<file path="src/rtl/slk_pkg.sv">
package slk_pkg;

  localparam int unsigned SLK_ADDR_W    = 8;
  localparam int unsigned SLK_DATA_W    = 8;
  localparam int unsigned SLK_NUM_REGS  = 16;
  localparam logic [SLK_ADDR_W-1:0] SLK_LOCK_ADDR = 8'hEF;

  // One bit per address; set means writes are dropped while locked.
  localparam logic [(1<<SLK_ADDR_W)-1:0] SLK_PROT_MASK =
    {{((1<<SLK_ADDR_W)-8){1'b0}}, 8'hFF};

  typedef enum logic [1:0] {
    SEL_NONE = 2'd0,
    SEL_BANK = 2'd1,
    SEL_LOCK = 2'd2
  } slk_sel_e;

endpackage

</file>
<file path="src/rtl/slk_addr_decode.sv">
module slk_addr_decode
  import slk_pkg::*;
#(
  parameter int unsigned ADDR_W    = SLK_ADDR_W,
  parameter int unsigned NUM_REGS  = SLK_NUM_REGS,
  parameter logic [ADDR_W-1:0] LOCK_ADDR = SLK_LOCK_ADDR,
  parameter logic [(1<<ADDR_W)-1:0] PROT_MASK = SLK_PROT_MASK,
  localparam int unsigned IDX_W = (NUM_REGS > 1) ? $clog2(NUM_REGS) : 1
) (
  input  logic [ADDR_W-1:0] addr,
  output slk_sel_e          sel,
  output logic [IDX_W-1:0]  idx,
  output logic              prot
);

  logic in_bank;

  always_comb begin
    in_bank = ({1'b0, addr} < (ADDR_W+1)'(NUM_REGS));
    if (addr == LOCK_ADDR)  sel = SEL_LOCK;
    else if (in_bank)       sel = SEL_BANK;
    else                    sel = SEL_NONE;
    idx  = addr[IDX_W-1:0];
    // The lock register is protected no matter what the mask says.
    prot = PROT_MASK[addr] | (addr == LOCK_ADDR);
  end

endmodule

</file>
<file path="src/rtl/slk_lock_ctrl.sv">
module slk_lock_ctrl (
  input  logic clk,
  input  logic rst,
  input  logic set_req,
  output logic lock_q
);

  // Can only go 0 -> 1; reset is the single way back.
  always_ff @(posedge clk) begin
    if (rst) lock_q <= 1'b0;
    else if (set_req) lock_q <= 1'b1;
  end

endmodule

</file>
<file path="src/rtl/slk_reg_bank.sv">
module slk_reg_bank #(
  parameter int unsigned DATA_W   = 8,
  parameter int unsigned NUM_REGS = 16,
  localparam int unsigned IDX_W = (NUM_REGS > 1) ? $clog2(NUM_REGS) : 1
) (
  input  logic              clk,
  input  logic              rst,
  input  logic              we,
  input  logic [IDX_W-1:0]  idx,
  input  logic [DATA_W-1:0] wdata,
  output logic [DATA_W-1:0] rdata
);

  logic [DATA_W-1:0] regs [NUM_REGS];

  for (genvar g = 0; g < NUM_REGS; g++) begin : g_reg
    always_ff @(posedge clk) begin
      if (rst) regs[g] <= '0;
      else if (we && (idx == IDX_W'(g))) regs[g] <= wdata;
    end
  end

  always_comb begin
    rdata = '0;
    for (int i = 0; i < NUM_REGS; i++) begin
      if (idx == IDX_W'(i)) rdata = regs[i];
    end
  end

endmodule

</file>
<file path="src/rtl/slk_regfile.sv">
module slk_regfile
  import slk_pkg::*;
#(
  parameter int unsigned ADDR_W    = SLK_ADDR_W,
  parameter int unsigned DATA_W    = SLK_DATA_W,
  parameter int unsigned NUM_REGS  = SLK_NUM_REGS,
  parameter logic [ADDR_W-1:0] LOCK_ADDR = SLK_LOCK_ADDR,
  parameter logic [(1<<ADDR_W)-1:0] PROT_MASK = SLK_PROT_MASK
) (
  input  logic              clk,
  input  logic              rst,
  input  logic [ADDR_W-1:0] addr,
  input  logic [DATA_W-1:0] wr_data,
  input  logic              wr_en,
  output logic [DATA_W-1:0] rd_data
);

  localparam int unsigned IDX_W = (NUM_REGS > 1) ? $clog2(NUM_REGS) : 1;

  slk_sel_e          sel;
  logic [IDX_W-1:0]  idx;
  logic              prot;
  logic              lock_q;
  logic              wr_accept;
  logic              lock_set;
  logic              bank_we;
  logic [DATA_W-1:0] bank_rd;

  slk_addr_decode #(
    .ADDR_W   (ADDR_W),
    .NUM_REGS (NUM_REGS),
    .LOCK_ADDR(LOCK_ADDR),
    .PROT_MASK(PROT_MASK)
  ) u_dec (
    .addr(addr),
    .sel (sel),
    .idx (idx),
    .prot(prot)
  );

  always_comb begin
    wr_accept = wr_en && (sel != SEL_NONE) && !(prot && lock_q);
    lock_set  = wr_accept && (sel == SEL_LOCK) && wr_data[0];
    bank_we   = wr_accept && (sel == SEL_BANK);
  end

  slk_lock_ctrl u_lock (
    .clk    (clk),
    .rst    (rst),
    .set_req(lock_set),
    .lock_q (lock_q)
  );

  slk_reg_bank #(
    .DATA_W  (DATA_W),
    .NUM_REGS(NUM_REGS)
  ) u_bank (
    .clk  (clk),
    .rst  (rst),
    .we   (bank_we),
    .idx  (idx),
    .wdata(wr_data),
    .rdata(bank_rd)
  );

  always_comb begin
    unique case (sel)
      SEL_LOCK: rd_data = {{(DATA_W-1){1'b0}}, lock_q};
      SEL_BANK: rd_data = bank_rd;
      default:  rd_data = '0;
    endcase
  end

endmodule

</file>
<file path="config.mk">
export PLATFORM = sky130hd
export DESIGN_NAME = slk_regfile
export DESIGN_NICKNAME = d
export VERILOG_FILES = /design/src/rtl/slk_pkg.sv /design/src/rtl/slk_addr_decode.sv /design/src/rtl/slk_lock_ctrl.sv /design/src/rtl/slk_reg_bank.sv /design/src/rtl/slk_regfile.sv
export SDC_FILE = /design/constraint.sdc
export NUM_CORES = 1
export LEC_CHECK = 0
export BUFFER_PORTS_ARGS = -buffer_cell sky130_fd_sc_hd__clkbuf_2
export CAP_MARGIN = 20
export CORE_UTILIZATION = 55
export CTS_CLUSTER_DIAMETER = 150
export CTS_CLUSTER_SIZE = 8
export DETAILED_ROUTE_END_ITERATION = 16
export HOLD_SLACK_MARGIN = 0.03
export PLACE_DENSITY_LB_ADDON = 0.3
export RECOVER_POWER = 100
export SYNTH_ARGS = -nofsm -noshare
export SYNTH_HDL_FRONTEND = slang
export SYNTH_SLANG_ARGS = --single-unit
</file>
<file path="constraint.sdc">
create_clock -name clk -period 2.2 [get_ports clk]
set_input_delay 0.44 -clock clk [delete_from_list [all_inputs] [get_ports clk]]
set_output_delay 0.44 -clock clk [all_outputs]
set_load 0.02 [all_outputs]
</file>
After elaboration in Yosys (flattened, before gate mapping)

Memories as Yosys holds them, arrays and structs flattened.
Index checks and enable logic that the tools add are counted.

Bitwise operators: 17
Reduce and logical (&&, ||, !) cells: 25
Magnitude comparators: 2
Equal/unequal tests: 18
Multiplexer cells: 86

Operators with widths:

| cell                                                                         | number |
|---|---|
| 8-bit 2-to-1 mux                                                             | 32 |
| 1-bit 2-to-1 mux                                                             | 52 |
| 4-bit equality test, second input constant                                   | 8 |
| 1-bit logical AND                                                            | 22 |
| 1-bit bitwise OR                                                             | 17 |
| 4-bit by 3-bit equality test with 1-bit output, second input constant        | 4 |
| 8-bit case mux with 2 select lines                                           | 1 |
| 8-bit by 9-bit less-than comparator with 1-bit output, second input constant | 1 |
| 4-bit by 2-bit equality test with 1-bit output, second input constant        | 2 |
| 8-bit equality test, second input constant                                   | 1 |
| 8-bit by 5-bit less-than comparator with 1-bit output, second input constant | 1 |
| 4-bit by 1-bit equality test with 1-bit output, second input constant        | 1 |
| 4-bit zero test                                                              | 1 |
| 2-bit by 1-bit equality test with 1-bit output, second input constant        | 1 |
| 2-bit equality test, second input constant                                   | 1 |
| 2-bit 2-to-1 mux                                                             | 1 |
| 2-bit nonzero test                                                           | 1 |
| 1-bit zero test                                                              | 1 |

Register bits: 1
Output and inout bits: 8
Memory bits (writable): 128
Logic and storage cells: 151
Memory bits (read-only): 256
Memories kept: 2

Memory list:

| memory          | words | bits a word | rd ports | clocked after memory_dff | wr ports | line                  | text |
|---|---|---|---|---|---|---|---|
| (no name shown) | 256   | 1           | 1        | 0                        | 0        | slk_addr_decode.sv:25 | `prot = PROT_MASK[addr] \| (addr == LOCK_ADDR);` |
| u_bank.regs     | 16    | 8           | 16       | 0                        | 16       | slk_reg_bank.sv:14    | `logic [DATA_W-1:0] regs [NUM_REGS];` |

Longest topological paths before layout

Gate-level depths: netlist of run 1.

Depth in word-level cells: 18
Depth in mapped cells: 8
Gate-level depth less buffers: 5

Modules after synthesis

From an unflattened synthesis of run 1, not the netlist that was laid out.

Cells, all modules: 550
Area, all modules: 6700.2 um^2

By module, submodules not included:

| module          | cells an instance | area each (um^2) | instances |
|---|---|---|---|
| slk_reg_bank    | 520               | 6453.7           | 1 |
| slk_regfile     | 18                | 142.6            | 1 |
| slk_addr_decode | 10                | 73.8             | 1 |
| slk_lock_ctrl   | 2                 | 30.0             | 1 |

Least setup slack after synthesis of run 1

Ideal clock, no wire load.

Kind: input port to output port
Start: input port addr[1]
End: output port rd_data[5]
Required time: 1.760 ns
Cell stages on the path: 8
Setup slack: -0.313 ns
Buffers on the path: 4
Arrival: 2.073 ns
Cells stage by stage: buf_2 > buf_2 > buf_2 > buf_1 > o221ai_1 > nand4_1 > o211ai_1 > o21ai_0

Longest elaborated chain between the ends: 18

Ends and longest elaborated chain:

| element                              | line               | text |
|---|---|---|
| start, declared                      | slk_regfile.sv:12  | `input logic [ADDR_W-1:0] addr,` |
| 4-bit zero test                      | slk_reg_bank.sv:26 | `if (idx == IDX_W'(i)) rdata = regs[i];` |
| 8-bit 2-to-1 mux (16 in a row)       | slk_reg_bank.sv:26 |  |
| 8-bit case mux with 2 select lines * | slk_regfile.sv:67  | `unique case (sel)` |
| end, declared                        | slk_regfile.sv:15  | `output logic [DATA_W-1:0] rd_data` |

Mark *: on every way between the ends. The rest lies on a longest branch, timed or not.

==> metrics.md, run 1 <==
| Metric | Value |
|---|---|
| Outcome | finished with violations |
| Failing checks | negative setup slack |
| Routed Antenna Nets | 0 |
| FF-to-FF setup slack | 0.45 ns |
| Vias in the first global route | 5,394 |
| CP max FO | 2 |
| Final Non-Filler Cells | 843 |
| RSZ-0062 raised after global routing | yes |
| Initial antenna violation count | 0 |
| PnR worst setup slack | -0.326 ns |
| Min Tclk post-route | 2.53 ns |
| VDD IR-drop max | 0.707 mV |
| Via count | 5,482 |
| Final hold vios | 0 |
| GRT overflow | 0 |
| Avg Cell Area, Syn | 10.9 µm² |
| Setup Viol. Count Final | 8 |
| Post-Layout Inst Area | 8190 µm² |
| Post-Synthesis Cells | 579 |
| Placed insts | 805 |
| Clk_lat worst skew | 0.42 ns |
| # H-tree levels | 4 |
| Placed inst area | 7330 µm² |
| Rel. slew slack | 64.3% |
| Seq/Total Area, Yosys | 61.1% |
| Post-DP HPWL | 13,500 µm |
| Clock Pin Slew Worst Setup and Hold Paths | 0.06 ns |
| Total CTS buffers | 17 |
| Synth Warn # | 0 |
| Num rows | 38 |
| Maxcap violations | 0 |
| Initial detailed-routing violation count | 720 |
| Chip Height | 109 µm |
| Commonest non-fill, non-tap cell in the layout | nor2_1 |
| First-pass GRT wire length | 30,000 µm |
| Core Area | 11,000 µm² |
| Sw power | 1.47 mW |
| First drt pass iteration count | 7 |
| Routed wire length | 20,300 µm |
| # IOs | 27 |
| Top_reg_cell synth | edfxtp_1 |
| Nets | 710 |
| Remaining routing DRC violations | 0 |
| Worst slew pin tran | 0.535 ns |
| Worst EP required | 1.76 ns |
| Die Area | 11,900 µm² |
| P&R area growth vs syn | 29.6% |
| Layout cells sized above 1 | 30.4% |
| FMAX | 396 MHz |
| Fraction of registers with async set/reset | 0% |
| WHS | 0.285 ns |
| P_int | 4.98 mW |
| Vias per cell | 6.50 |
| CTS Sinks | 129 |
| CP Class | reg -> out |
| Initial Util | 57.3% |
| Leakage power total | 2.88 nW |
| Largest net degree at the start of global routing | 25 |
| Buffer depth of the longest clock path | 2 |
| Worst Skew | 0.00750 ns |
| Hold Buf Count CTS | 0 |
| Slew Limit Fails | 0 |
| Gpl congestion | 0.963 |
| Clock share of power | 44.7% |
| Number of synthesized flops with an enable pin | 128 |
| Clock Tree Root | clkbuf_16 |
| CTS tree | done |
| PD cells | 787 nW/µm² |
| DP Worst Slack | -0.463 ns |
| I/O Buffers | 26 |
| Post-synth net total | 598 |
| HP Class | in -> reg |
| Synth Register Bits | 129 |
| Synthesized area | 6320 µm² |
| Die X-Extent | 109 µm |
| Critical path capture point type | output pin |
| Most frequent cells in the layout | 152 x nor2_1, 128 x edfxtp_1, 92 x buf_4, 42 x nand2_1, 23 x clkbuf_2 |
| Share of the cycle needed by the critical path after routing | 115% |
| GRT Util Overall | 35.8% |
| DR WL/cell | 24.0 µm |
| Ant. Diodes | 0 |
| Data arrival, critical path | 2.09 ns |
| CP startpoint kind | register |
| Reg power frac | 44.7% |
| Unique masters post-synth | 57 |
| Combinational share of power | 10.6% |
| Sw Share | 22.8% |
sequential cells by signal, summed over array words and instances, names as in the netlist:
name           count
u_bank.regs      128
u_lock.lock_q      1
worst max-delay path: stages, from the launching register on:
cell and delay (ns):
edfxtp_1 0.38, and3b_1 0.17, a311o_1 0.34, a221oi_2 0.30, o211ai_1 0.13, o2111a_2 0.21, buf_8 0.13
synth_stat cells, types with 3 or more instances:
library cell  number  area share (%)
nor2_1           155             9.2
edfxtp_1         128              61
nand2_1           46             2.7
clkbuf_1          26             1.5
o21ai_0           25             2.0
a21oi_1           18             1.4
nand2b_1          12             1.2
a31o_2            10             1.4
a31oi_1            9            0.89
buf_2              9            0.71
inv_1              9            0.53
nand3_1            8            0.63
a21o_1             7            0.83
buf_6              7             1.2
nor2b_1            7            0.69
nor3_1             7            0.55
o211ai_1           7            0.83
nand4b_1           5            0.69
a221oi_1           4            0.55
a22oi_1            4            0.48
mux2i_1            4            0.63
nand4_1            4            0.40
o221ai_1           4            0.55
a221o_1            3            0.48
a222oi_1           3            0.48
a22o_1             3            0.42
a311o_1            3            0.48
and3b_1            3            0.42
nand3b_1           3            0.36
o2111a_1           3            0.53
o2111ai_1          3            0.42
o22ai_1            3            0.30
o2bb2ai_1          3            0.42
o31ai_1            3            0.36
power groups by stage:
stage          sequential (mW)  combinational (mW)  clock, mW
2_1_floorplan             2.89               0.320          0
3_3_place_gp              2.92               0.586          0
3_5_place_dp              2.92               0.600          0
4_1_cts                   2.88               0.646       2.90
5_1_grt                   2.89               0.714       2.98
6_report                  2.88               0.682       2.89
metrics by stage:
step	power [mW]	utilization, %	TNS (ns)
2_1_floorplan	3.21	-	-0.0110
3_3_place_gp	3.51	66.5	-54.49
3_5_place_dp	3.52	66.5	-70.90
4_1_cts	6.42	73.8	-2.23
5_1_grt	6.59	74.3	-2.86
6_report	6.45	74.3	-2.05
per-layer routing:
layer	global-route usage (%)	share of wire, %	vias up
li1	-	-	2379
met1	46.8	38	2615
met2	55.3	46	413
met3	9.68	11	75
met4	17.4	4.2	0
met5	0	0	-
cell families (layout without fill, tap and decap cells):
group	count (synthesis)	in the layout	share of synthesized area, %
DFF	129	129	61.1
AOI/OAI and AO/OA	131	131	15.1
muxes	7	7	1.52
and+or+nand+nor	257	257	17.9
buffers and inverters	55	179	4.34
repair_timing:
| action | in CTS | in global routing |
|---|---|---|
| setup endpoints to repair | 8 | 8 |
| cloned | 0 | 2 |
| setup buffers | 4 | 3 |
| gates resized for setup | 41 | 28 |
| pin swaps | 14 | 15 |
| endpoints found under the hold margin | 0 | 0 |
path summary, 6_finish.rpt:
check	from	end	cells past startpoint
setup / recovery	u_bank.regs[1][33]	rd_data[1]	6
hold / removal	wr_en	u_lock.lock_q	3
setup reg to reg	u_lock.lock_q	u_bank.regs[1][24]	3
hold reg to reg	u_lock.lock_q	u_lock.lock_q	2
area by class of cell:
type                       instances  area (µm²)
clock inverter                    12         166
clock buffer                      19         433
multi-input combinational        395        2400
tap                              140         175
sequential                       129        3860
timing repair buffer             138        1120
fill                             770        2840
inverter                          10        38.8
(Power assumes the default switching activity.)
==> inputs of run 2 (changes only) <==
==> constraint.sdc (replaced) <==
create_clock -name clk -period 2.2 [get_ports clk]
set_input_delay 0.22 -clock clk [delete_from_list [all_inputs] [get_ports clk]]
set_output_delay 0.22 -clock clk [all_outputs]
set_load 0.02 [all_outputs]
==> metrics.md, run 2 (same netlist as run 1, synthesis figures left out) <==
| Metric | Value |
|---|---|
| Outcome | finished with violations |
| Failing checks | negative setup slack |
| Clk_lat worst skew | 0.43 ns (about the same) |
| Worst EP required | 1.98 ns (+0.22 ns) |
| Critical path capture point type | output pin |
| Reg2reg start | u_lock.lock_q |
| Data arrival, critical path | 2.09 ns (about the same) |
| PD cells | 823 nW/µm² (+4.5%) |
| Die X-Extent | 109 µm (unchanged) |
| Reg power frac | 45.4% (+0.7 points) |
| # fillers | 786 (+2.1%) |
| Maxcap violations | 0 (unchanged) |
| CTS Sinks | 129 (unchanged) |
| Share of the cycle needed by the critical path after routing | 105% (-9.6 points) |
| CP Class | reg -> out |
| Top Layer Used | met4 |
| Rel. slew slack | 59.3% (-5.1 points) |
| Nets | 668 (-5.9%) |
| Worst Skew | 0.00481 ns (-0.00269 ns) |
| HP Class | in -> reg |
| Max reg flops | 128 (unchanged) |
| Vias per cell | 6.62 (+1.8%) |
| CP startpoint kind | register |
| Final core occ | 70.0% (-4.3 points) |
| Total CTS buffers | 17 (unchanged) |
| HP Start | wr_en |
| Clock Pin Slew Worst Setup and Hold Paths | 0.06 ns (about the same) |
| Via count | 5,310 (-3.1%) |
| Layout cells sized above 1 | 23.3% (-7.2 points) |
| Sw Share | 23.8% (+1.0 points) |
| Post-DP HPWL | 12,600 µm (-6.2%) |
| Met2 wire len | 8490 µm (-9.7%) |
| First-pass GRT wire length | 27,500 µm (-8.3%) |
| Multi-input gate area | 2310 µm² (-3.5%) |
| Routed wl met3 | 2390 µm (+5.0%) |
| RSZ-0062 raised after global routing | yes |
| Hold Buf Count CTS | 0 (unchanged) |
| Largest net degree at the start of global routing | 30 (+20%) |
| Commonest non-fill, non-tap cell in the layout | nor2_1 |
| VDD IR-drop max | 0.810 mV (+14%) |
| Tot Pwr | 6.36 mW (-1.5%) |
| Clock Tree Root | clkbuf_16 |
| Die Area | 11,900 µm² (unchanged) |
| CP max FO | 2 (unchanged) |
| Most frequent cells in the layout | 155 x nor2_1, 128 x edfxtp_1, 56 x buf_4, 44 x nand2_1, 28 x clkbuf_2 |
| Leakage power total | 2.64 nW (-8.3%) |
| I/O Buffers | 26 (unchanged) |
| Routed wire length | 18,800 µm (-7.5%) |
| Initial detailed-routing violation count | 754 (+4.7%) |
| PnR worst setup slack | -0.115 ns (+0.211 ns) |
| Most flop-heavy register | u_bank.regs |
| Metal-1 WL | 7130 µm (-7.8%) |
| Clock share of power | 45.6% (+0.9 points) |
| # IOs | 27 (unchanged) |
| P&R area growth vs syn | 22.2% |
| Sequential cell area | 3860 µm² (unchanged) |
| Biggest regs | u_bank.regs x128, u_lock.lock_q x1 |
| Chip Height | 109 µm (unchanged) |
| Sw power | 1.51 mW (+3.1%) |
| Post-route setup TNS | -0.317 ns (+1.73 ns) |
| FMAX | 432 MHz (+9.1%) |
| First drt pass iteration count | 5 (-2) |
| Final hold vios | 0 (unchanged) |
| Buffer depth of the longest clock path | 2 (unchanged) |
| Initial antenna violation count | 0 (unchanged) |
| Gpl congestion | 1.01 (+4.4%) |
| # H-tree levels | 4 (unchanged) |
| Min Tclk post-route | 2.31 ns (-0.211 ns) |
| Remaining routing DRC violations | 0 (unchanged) |
| Core Area | 11,000 µm² (unchanged) |
| GRT overflow | 0 (unchanged) |
| CP Launch Point | u_bank.regs[1][43] |
| P_int | 4.84 mW (-2.8%) |
| Worst slew pin tran | 0.611 ns (+0.0758 ns) |
| Slew Limit Fails | 0 (unchanged) |
| GRT Util Overall | 33.3% (-2.5 points) |
| Ant. Diodes | 0 (unchanged) |
| Routed Antenna Nets | 0 (unchanged) |
| Combinational share of power | 9.0% (-1.6 points) |
| Num rows | 38 (unchanged) |
| CTS tree | done |
| DR WL/cell | 23.4 µm (-2.7%) |
| Initial Util | 57.3% (unchanged) |
| Setup Viol. Count Final | 4 (-4) |
| Setup bufs post-CTS | 0 (-4) |
| DP Worst Slack | -0.0208 ns (+0.442 ns) |
| Vias in the first global route | 4,950 (-8.2%) |
==> run 2: cell count changes in the layout (fill, tap and decap cells not counted), sizes merged <==
| cell | before | now |
|---|---|---|
| clkinvlp | 4 | 3 |
| buf | 105 | 63 |
| bufinv | 4 | 3 |
| clkbuf | 52 | 51 |
| clkinv | 5 | 4 |
| inv | 9 | 14 |
==> run 2: through the flow <==
step	cell area, µm²	instances	hold slack, ns
after floorplan	6320	579	0.374
after global placement	6960	770	0.496
after detailed placement	6960	770	0.511
after CTS	7650	802	0.0598
after global routing	7720	802	0.0624
final	7720	802	0.0639
==> run 2: cell type report <==
type / instances / area share [%]
Clock inverter: 14 / 2.32
Sequential cell: 129 / 50.0
Clock buffer: 18 / 5.56
Multi-Input combinational cell: 395 / 29.9
Tap cell: 140 / 2.27
Timing Repair Buffer: 96 / 9.40
Inverter: 10 / 0.486
==> run 2: critical path: stages, from the launching register on <==
cell and delay, ns:
edfxtp_1 0.46, o311a_1 0.38, a221oi_2 0.25, buf_4 0.17, o211ai_1 0.08, o2111a_1 0.17
clkbuf_8 0.16
==> run 2: final timing paths <==
kind                                            to  slack, ns  depth (start not counted)
worst max-delay path                    rd_data[3]      -0.11                          6
worst min-delay path                 u_lock.lock_q       0.06                          3
worst max register to register  u_bank.regs[1][20]       0.45                          3
worst min register to register       u_lock.lock_q       0.58                          2
==> run 2: metal layers <==
metal | vias up | global-route usage (%)
met5 | - | 0
met4 | 0 | 14.2
met3 | 68 | 11.1
met2 | 383 | 50.9
met1 | 2567 | 43.6
li1 | 2292 | -
==> run 2: what timing repair did <==
| item | in CTS | in global routing |
|---|---|---|
| gates resized for setup | 17 | 23 |
| pin swaps | 8 | 20 |
| gates cloned | 0 | 1 |
| setup endpoints to repair | 6 | 8 |
==> run 2: power by group through the flow <==
stage	Clock, mW	Combinational (mW)	Sequential (mW)
floorplan	0	0.306	2.89
global placement	0	0.506	2.92
detailed placement	0	0.516	2.93
CTS	2.91	0.536	2.88
global route	3.02	0.605	2.89
finish	2.90	0.572	2.89
==> inputs of run 3 (changes only) <==
Settings changed: TNS_END_PERCENT set to 50.
==> metrics.md, run 3 (same netlist as run 1, synthesis figures left out) <==
| Metric | Value |
|---|---|
| First drt pass iteration count | 5 (unchanged) |
| DR WL/cell | 22.9 µm (-2.0%) |
| Via count | 5,207 (-1.9%) |
| Post-route setup TNS | -0.375 ns (-0.0575 ns) |
| Worst hold endpoint | u_lock.lock_q |
| Critical path capture point type | output pin |
| HP Start | wr_en |
| FF-to-FF setup slack | 0.48 ns (+0.03 ns) |
| Routed Antenna Nets | 0 (unchanged) |
| Gpl congestion | 1.01 (unchanged) |
| Core Area | 11,000 µm² (unchanged) |
| Initial detailed-routing violation count | 755 (+0.13%) |
| VDD IR-drop max | 0.807 mV (-0.37%) |
| Ant. Diodes | 0 (unchanged) |
| Met2 wire len | 8380 µm (-1.2%) |
| P&R area growth vs syn | 20.7% |
| Commonest non-fill, non-tap cell in the layout | nor2_1 |
| Setup bufs post-CTS | 0 (unchanged) |
| Worst EP required | 1.98 ns (about the same) |
| I/O Buffers | 26 (unchanged) |
| Clock Pin Slew Worst Setup and Hold Paths | 0.06 ns (about the same) |
| Initial Util | 57.3% (unchanged) |
| Vias per cell | 6.49 (-1.9%) |
| Outcome | finished with violations |
| Layout cells sized above 1 | 21.9% (-1.4 points) |
| Hold Buf Count CTS | 0 (unchanged) |
| # fillers | 798 (+1.5%) |
| Max reg flops | 128 (unchanged) |
| PnR worst setup slack | -0.134 ns (-0.0194 ns) |
| CP max FO | 2 (unchanged) |
| Most flop-heavy register | u_bank.regs |
| Setup Viol. Count Final | 5 (+1) |
| Num rows | 38 (unchanged) |
| CP Class | reg -> out |
| Final core occ | 69.2% (-0.84 points) |
| Clock Tree Root | clkbuf_16 |
| # H-tree levels | 4 (unchanged) |
| Nets | 668 (unchanged) |
| Maxcap violations | 0 (unchanged) |
| DP Worst Slack | -0.0208 ns (unchanged) |
| Share of the cycle needed by the critical path after routing | 106% (+0.88 points) |
| # IOs | 27 (unchanged) |
| Slew Limit Fails | 0 (unchanged) |
| CP startpoint kind | register |
| Failing checks | negative setup slack |
| Die Area | 11,900 µm² (unchanged) |
| Reg2reg start | u_lock.lock_q |
| GRT overflow | 0 (unchanged) |
| Metal-1 WL | 7140 µm (about the same) |
| Sequential cell area | 3860 µm² (unchanged) |
| GRT Util Overall | 33.2% (-0.091 points) |
| Min Tclk post-route | 2.33 ns (+0.0194 ns) |
| Initial antenna violation count | 0 (unchanged) |
| Buffer depth of the longest clock path | 2 (unchanged) |
| RSZ-0062 raised after global routing | yes |
| FMAX | 428 MHz (-0.83%) |
| Multi-input gate area | 2240 µm² (-2.9%) |
| Vias in the first global route | 4,954 (+0.081%) |
| PD cells | 829 nW/µm² (+0.68%) |
| Biggest regs | u_bank.regs x128, u_lock.lock_q x1 |
| Reg2Reg Depth | 3 (unchanged) |
| Die X-Extent | 109 µm (unchanged) |
| Top Layer Used | met4 |
| CTS Sinks | 129 (unchanged) |
| Rel. slew slack | 61.8% (+2.5 points) |
| Clk_lat worst skew | 0.43 ns (about the same) |
| Data arrival, critical path | 2.11 ns (+0.02 ns) |
| Leakage power total | 2.62 nW (-0.80%) |
| Routed wire length | 18,400 µm (-2.0%) |
| Remaining routing DRC violations | 0 (unchanged) |
| Reg-to-Reg End | u_bank.regs[1][20] |
| Largest net degree at the start of global routing | 30 (unchanged) |
| Hold depth | 3 (unchanged) |
| Chip Height | 109 µm (unchanged) |
| Worst Skew | 0.00576 ns (+0.000952 ns) |
| CTS tree | done |
| Most frequent cells in the layout | 155 x nor2_1, 128 x edfxtp_1, 56 x buf_4, 44 x nand2_1, 28 x clkbuf_2 |
| Tot Pwr | 6.32 mW (-0.53%) |
| WHS | 0.0695 ns (+0.00560 ns) |
| Final hold vios | 0 (unchanged) |
| First-pass GRT wire length | 27,400 µm (-0.30%) |
| Post-DP HPWL | 12,600 µm (unchanged) |
| Worst slew pin tran | 0.574 ns (-0.0370 ns) |
| Total CTS buffers | 17 (unchanged) |
| Routed wl met3 | 2370 µm (-0.79%) |
| HP Class | in -> reg |
-- run 3: timing repair --
action / in CTS / in global routing
endpoints found under the setup margin: 6 / 8
resized for setup: 12 / 13
pin swaps: 5 / 10
-- run 3: cell type report --
type	count	share of cell area, %
Clock buffer	18	5.62
Clock inverter	14	2.35
Inverter	10	0.492
Multi-Input combinational cell	395	29.4
Sequential cell	129	50.6
Tap cell	140	2.30
Timing Repair Buffer	96	9.18
-- run 3: metrics by stage --
step,cells,area [µm²]
2_1_floorplan,579,6320
3_3_place_gp,770,6960
3_5_place_dp,770,6960
4_1_cts,802,7630
5_1_grt,802,7630
6_report,802,7630
-- run 3: worst max-delay path, cell delays in order, from the launching register on --
cell and delay [ns]:
edfxtp_1 0.46, o311a_1 0.38, a221oi_2 0.25, buf_4 0.16, o2111ai_1 0.12, o2111a_1 0.18, buf_6 0.14
-- run 3: power breakdown --
part / switching, mW / internal (mW) / total (mW)
registers: 0.0617 / 2.82 / 2.88
logic: 0.336 / 0.215 / 0.551
clock network: 1.09 / 1.80 / 2.89
total: 1.49 / 4.83 / 6.32
-- run 3: layer usage --
metal	up-vias	GRT usage, %
met2	382	50.8
met3	41	11.3
met1	2495	43.4
met4	0	13.9
li1	2289	-
met5	-	0
-- run 3: worst max-delay path by stage --
stage | start | end
finish | u_bank.regs[1][43] | rd_data[3]
global route | u_bank.regs[1][35] | rd_data[3]
CTS | u_bank.regs[1][33] | rd_data[1]
detailed placement | addr[2] | rd_data[5]
global placement | addr[1] | rd_data[0]
floorplan | addr[1] | rd_data[5]
